**config.mk**
```make
export PLATFORM = sky130hd
export DESIGN_NAME = attr_reg_bank
export DESIGN_NICKNAME = d
export VERILOG_FILES = /design/src/rtl/rbank_pkg.sv /design/src/rtl/rbank_rst_sync.sv /design/src/rtl/attr_reg_bank.sv
export SDC_FILE = /design/constraint.sdc
export NUM_CORES = 1
export LEC_CHECK = 0
export BUFFER_PORTS_ARGS = -buffer_cell sky130_fd_sc_hd__buf_2
export CAP_MARGIN = 20
export CORE_MARGIN = 3
export CORE_UTILIZATION = 52
export CTS_BUF_LIST = sky130_fd_sc_hd__clkbuf_16
export CTS_CLUSTER_SIZE = 25
export DETAILED_ROUTE_END_ITERATION = 10
export GPL_TIMING_DRIVEN = 0
export PLACE_DENSITY = 0.82
export SLEW_MARGIN = 20
export SYNTH_ARGS = -nofsm -noshare
export SYNTH_HDL_FRONTEND = slang
export SYNTH_SLANG_ARGS = --single-unit
```
**constraint.sdc**
```tcl
create_clock -name clk_i -period 2.9 [get_ports clk_i]
set_input_delay 0.58 -clock clk_i [delete_from_list [all_inputs] [get_ports clk_i]]
set_output_delay 0.58 -clock clk_i [all_outputs]
set_load 0.03 [all_outputs]
```
**src/rtl/rbank_pkg.sv**
```systemverilog
package rbank_pkg;
    localparam int LANE_W    = 8;
    localparam int NUM_LANES = 4;
    localparam int DATA_W    = LANE_W * NUM_LANES;

    localparam int unsigned OFS_CTRL = 0;
    localparam int unsigned OFS_STAT = 1;
    localparam int unsigned OFS_ID   = 2;

    // State cleared by either reset
    typedef struct packed {
        logic [LANE_W-1:0] rw;
        logic [LANE_W-1:0] rwc;
    } warm_state_t;

    // State cleared only by power-good
    typedef struct packed {
        logic [LANE_W-1:0] rws;
        logic [LANE_W-1:0] wo;
        logic [LANE_W-1:0] wo_lock;
        logic [LANE_W-1:0] rwcs;
        logic [LANE_W-1:0] ros;
    } pgood_state_t;
endpackage

```
**src/rtl/rbank_rst_sync.sv**
```systemverilog
module rbank_rst_sync #(
    parameter int STAGES = 2
) (
    input  logic clk_i,
    input  logic arst_n_i,
    output logic rst_n_o
);
    logic [STAGES-1:0] chain_q;

    always_ff @(posedge clk_i or negedge arst_n_i) begin
        if (!arst_n_i) chain_q <= '0;
        else           chain_q <= {chain_q[STAGES-2:0], 1'b1};
    end

    assign rst_n_o = chain_q[STAGES-1];
endmodule

```
**src/rtl/attr_reg_bank.sv**
```systemverilog
module attr_reg_bank
    import rbank_pkg::*;
#(
    parameter int          ADDR_W   = 4,
    parameter logic [7:0]  RW_RST   = 8'hA5,
    parameter logic [31:0] ID_VALUE = 32'hC0DE_0102
) (
    input  logic                  clk_i,
    input  logic                  pgood_n_i,
    input  logic                  warm_n_i,
    input  logic [ADDR_W-1:0]     addr_i,
    input  logic                  wr_en_i,
    input  logic [NUM_LANES-1:0]  be_i,
    input  logic [DATA_W-1:0]     wdata_i,
    output logic [DATA_W-1:0]     rdata_o,
    input  logic [2*LANE_W-1:0]   hw_set_i,
    input  logic [LANE_W-1:0]     hw_log_i
);
    localparam int RSV_W = DATA_W - 3*LANE_W;

    // ---------------- reset domains ----------------
    logic pg_rst_n, warm_rst_n;
    logic [1:0] rst_src_n, rst_out_n;

    assign rst_src_n[0] = pgood_n_i;
    assign rst_src_n[1] = pgood_n_i & warm_n_i;   // power-good implies warm

    for (genvar g = 0; g < 2; g++) begin : g_rst
        rbank_rst_sync #(.STAGES(2)) u_sync (
            .clk_i    (clk_i),
            .arst_n_i (rst_src_n[g]),
            .rst_n_o  (rst_out_n[g])
        );
    end
    assign pg_rst_n   = rst_out_n[0];
    assign warm_rst_n = rst_out_n[1];

    // ---------------- write decode ----------------
    logic [DATA_W-1:0] lane_mask;
    for (genvar l = 0; l < NUM_LANES; l++) begin : g_lane
        assign lane_mask[l*LANE_W +: LANE_W] = {LANE_W{be_i[l]}};
    end

    logic wr_ctrl, wr_stat, wr_rsv;
    assign wr_ctrl = wr_en_i && (addr_i == ADDR_W'(OFS_CTRL));
    assign wr_stat = wr_en_i && (addr_i == ADDR_W'(OFS_STAT));
    assign wr_rsv  = wr_en_i && (addr_i != ADDR_W'(OFS_CTRL))
                             && (addr_i != ADDR_W'(OFS_STAT))
                             && (addr_i != ADDR_W'(OFS_ID));

    logic [DATA_W-1:0] wbits;
    assign wbits = wdata_i & lane_mask;

    // ---------------- next state ----------------
    warm_state_t  warm_d,  warm_q;
    pgood_state_t pg_d,    pg_q;
    logic [LANE_W-1:0] wo_take;

    always_comb begin
        warm_d  = warm_q;
        pg_d    = pg_q;
        wo_take = '0;

        if (wr_ctrl) begin
            warm_d.rw = (warm_q.rw & ~lane_mask[0 +: LANE_W]) | wbits[0 +: LANE_W];
            pg_d.rws  = (pg_q.rws & ~lane_mask[LANE_W +: LANE_W]) | wbits[LANE_W +: LANE_W];
            wo_take   = lane_mask[2*LANE_W +: LANE_W] & ~pg_q.wo_lock;
        end
        pg_d.wo      = (pg_q.wo & ~wo_take) | (wdata_i[2*LANE_W +: LANE_W] & wo_take);
        pg_d.wo_lock = pg_q.wo_lock | wo_take;

        // one-to-clear first, hardware set last so it wins
        if (wr_stat) begin
            warm_d.rwc = warm_q.rwc & ~wbits[0 +: LANE_W];
            pg_d.rwcs  = pg_q.rwcs  & ~wbits[LANE_W +: LANE_W];
        end
        warm_d.rwc = warm_d.rwc | hw_set_i[0 +: LANE_W];
        pg_d.rwcs  = pg_d.rwcs  | hw_set_i[LANE_W +: LANE_W];
        pg_d.ros   = pg_q.ros   | hw_log_i;
    end

    always_ff @(posedge clk_i or negedge warm_rst_n) begin
        if (!warm_rst_n) begin
            warm_q.rw  <= RW_RST;
            warm_q.rwc <= '0;
        end else begin
            warm_q <= warm_d;
        end
    end

    always_ff @(posedge clk_i or negedge pg_rst_n) begin
        if (!pg_rst_n) pg_q <= '0;
        else           pg_q <= pg_d;
    end

    // ---------------- read mux ----------------
    always_comb begin
        unique case (addr_i)
            ADDR_W'(OFS_CTRL): rdata_o = {{RSV_W{1'b0}}, pg_q.wo, pg_q.rws, warm_q.rw};
            ADDR_W'(OFS_STAT): rdata_o = {{RSV_W{1'b0}}, pg_q.ros, pg_q.rwcs, warm_q.rwc};
            ADDR_W'(OFS_ID):   rdata_o = ID_VALUE;
            default:           rdata_o = '0;
        endcase
    end

    // ---------------- assertions ----------------
    // a one-to-clear write with no hardware event leaves the written ones at 0
    p_w1c_clears_r3: assert property (@(posedge clk_i) disable iff (!warm_rst_n)
        (wr_stat && be_i[0] && hw_set_i[LANE_W-1:0] == '0)
        |=> ((warm_q.rwc & $past(wdata_i[LANE_W-1:0])) == '0));

    // sticky one-to-clear bits only rise through a hardware set
    p_w1cs_no_sw_set_r4: assert property (@(posedge clk_i) disable iff (!pg_rst_n)
        (hw_set_i[2*LANE_W-1:LANE_W] == '0) |=> ((pg_q.rwcs & ~$past(pg_q.rwcs)) == '0));

    // locked write-once bits never change
    p_wo_locked_r5: assert property (@(posedge clk_i) disable iff (!pg_rst_n)
        1'b1 |=> (((pg_q.wo ^ $past(pg_q.wo)) & $past(pg_q.wo_lock)) == '0));

    // a hardware set is never lost to a same-cycle clear
    p_hw_set_wins_r8: assert property (@(posedge clk_i) disable iff (!warm_rst_n)
        (hw_set_i[LANE_W-1:0] != '0)
        |=> ((warm_q.rwc & $past(hw_set_i[LANE_W-1:0])) == $past(hw_set_i[LANE_W-1:0])));

    // writes to reserved addresses leave state untouched
    p_rsv_write_ignored_r9: assert property (@(posedge clk_i) disable iff (!warm_rst_n)
        (wr_rsv && hw_set_i == '0 && hw_log_i == '0)
        |=> ($stable(warm_q) && $stable(pg_q)));

    // logged bits never clear while power-good is high
    p_ros_hold_r2: assert property (@(posedge clk_i) disable iff (!pg_rst_n)
        1'b1 |=> ((~pg_q.ros & $past(pg_q.ros)) == '0));
endmodule

```
==> results.md <==
* Cell mode on critical path: buf_2
* Worst stage delay on the critical path at 0.56 ns
* Crit path launch: addr_i[0]
* Static Leak at 1.57 nW
* CTS tree: built
* DP HPWL at 4430 um
* Final instance area at 3450 sq um
* Routed wire per std cell at 15.9 um
* Final hold vios at 0
* Port-buffer cells at 81
* Root Driver: clkbuf_16
* Diodes inserted at 0
* Core Rows at 25
* Final setup violating endpoints at 0
* Mapped Area at 2660 sq um
* Largest net degree at the start of global routing at 23
* RSZ-0062 raised after global routing: no
* Max clock buf depth at 2
* # H-tree levels at 3
* Core area at 4850 sq um
* Detail Route Antenna Nets at 0
* Area Growth Syn to Fin at 29.7%
* Final worst-path cycle share at 0.941
* Hold Slack at 0.0410 ns
* Post-synthesis register bit count at 60
* GP Congestion at 0.774
* Post-CTS Setup Inserts at 0
* Dpl cell area at 3200 sq um
* First-pass GRT wire length at 10100 um
* Worst r2r path cells at 2
* CP startpoint kind: input pin
* TritonRoute pass-1 iters at 4
* CTS resizes at 0
* Tot GR Track Use at 0.218
* Critical path peak fanout at 10
* Area of the multi-input gates at 1060 sq um
* I/O Pins at 100
* Seq. cell area at 1510 sq um
* CTS Buf Count at 9
* GR Overflow Total at 0
* Outcome: finished clean
* Asr flop ratio synth at 1.00
* Die area at 6010 sq um
* Post-synth cell types at 24
* DR vias/cell at 5.29
* CTS clk-pin slew, worst paths at 0.05 ns
* PD cells at 621 nW/um^2
* Final core occ at 0.712
* Final WL at 6120 um
* Fin crit period at 2.73 ns
* Die Ht at 77.6 um
* Number of flops mapped to enable cells by yosys at 0
* Data required, critical path at 2.32 ns
* Top_reg_cell synth: dfrtp_1
* Yosys warning count at 0
* Final TNS setup at 0 ns
* Final #Nets at 382
* Initial Util at 0.549
* Relative slew slack at 0.565
* Max IR drop VDD at 0.410 mV
* # Max-Cap Violations at 0
* Residual DRC at 0
* Mapped Cells at 215
* Slowest-stage cell, CP: nor4_4
* Synth Area per Inst at 12.4 sq um
* Final worst slack at 0.170 ns
* Initial antenna violation count at 0
* # fillers at 354
* Max Freq at 366 MHz
* Worst slew pin tran at 0.652 ns
* Die width at 77.6 um
* Final Max Tran Viols at 0
* Fraction of layout cells with a size suffix above 1 at 0.478
* DR vias at 2035
* Clk_skew at 0.00274 ns
* Reg2reg setup slack at 1.86 ns
* Setup CP Type: input pin to output pin
* Hold-fix buffers at CTS at 0
* Worst-path cell chain: buf_2 -> nor4_4 -> clkbuf_1 -> a22o_1 -> buf_2
* Total clock sinks at 60
* Post-place setup slack at 0.163 ns
* Initial DRC count at 53
* Clock Latency Late Sink at 0.32 ns
* Reg2Reg Launch Point: pg_q[18]
* Vias in the first global route at 2160
* Crit end category: output pin
* Crit path DAT at 2.15 ns
* Post-synthesis sequential area ratio at 0.566
* Worst hold path class: input pin to async pin
## Yosys cell counts (9+ instances only)
| master | count | area share |
|---|---|---|
| or2_2 | 17 | 0.040 |
| dfrtp_1 | 56 | 0.53 |
| nand2_1 | 9 | 0.013 |
| a21o_1 | 16 | 0.045 |
| a22o_1 | 16 | 0.053 |
| clkbuf_1 | 10 | 0.014 |
| nand4_1 | 16 | 0.038 |
| mux2_2 | 16 | 0.068 |
## per-stage QoR
step / cells / total power [W]
detailed placement: 370 / 0.00128
floorplan: 221 / 0.00118
global placement: 369 / 0.00126
finish: 385 / 0.00214
CTS: 385 / 0.00217
global route: 385 / 0.00224
## final cells by class
type                    count  area share
flip-flops and latches     60       0.437
multi-input cells         139       0.307
plain buffers              22      0.0341
well taps                  67      0.0243
clock inverters             6     0.00689
clock buffers               9      0.0652
repair buffers             82       0.125
## report_power, final
| group | internal (W) | switching, W | total, W |
|---|---|---|---|
| logic | 0.000128 | 0.000129 | 0.000257 |
| clock network | 0.000553 | 0.000328 | 0.000881 |
| registers | 0.000942 | 0.0000625 | 0.00100 |
## cells in the final DEF, fill, tap and decap left out, types with 9 or more instances in the layout
cell and count:
nand4_1 16, dfrtp_1 55, buf_2 85, a21o_1 16, clkbuf_16 9, or2_2 17
a22o_1 16, mux2_2 16, nand2_1 9, clkbuf_1 10
## how the worst max path moves through the flow
stage / cells after the start / to
after detailed placement: 5 / rdata_o[7]
after global routing: 5 / rdata_o[12]
final: 5 / rdata_o[7]
after CTS: 5 / rdata_o[7]
after floorplan: 4 / rdata_o[31]
after global placement: 5 / rdata_o[15]
## critical path: cells and delay by family
kind / cells / cell delay [ns]
compound gates: 1 / 0.21
buf+inv: 3 / 0.80
simple gates: 1 / 0.56
## logic make-up after synthesis
family,synth area share
muxes,0.102
and+or+nand+nor,0.150
other,0.00282
AOI/OAI and AO/OA,0.135
DFF,0.566
buffers and inverters,0.0442
## layer usage
| layer | track usage | vias to the layer above | share of wire |
|---|---|---|---|
| li1 | - | 967 | - |
| met1 | 0.254 | 988 | 0.42 |
| met2 | 0.372 | 73 | 0.50 |
| met3 | 0.0708 | 7 | 0.068 |
| met4 | 0.0854 | 0 | 0.012 |
| met5 | 0 | - | 0 |
Power figures use the tool's default switching activity.
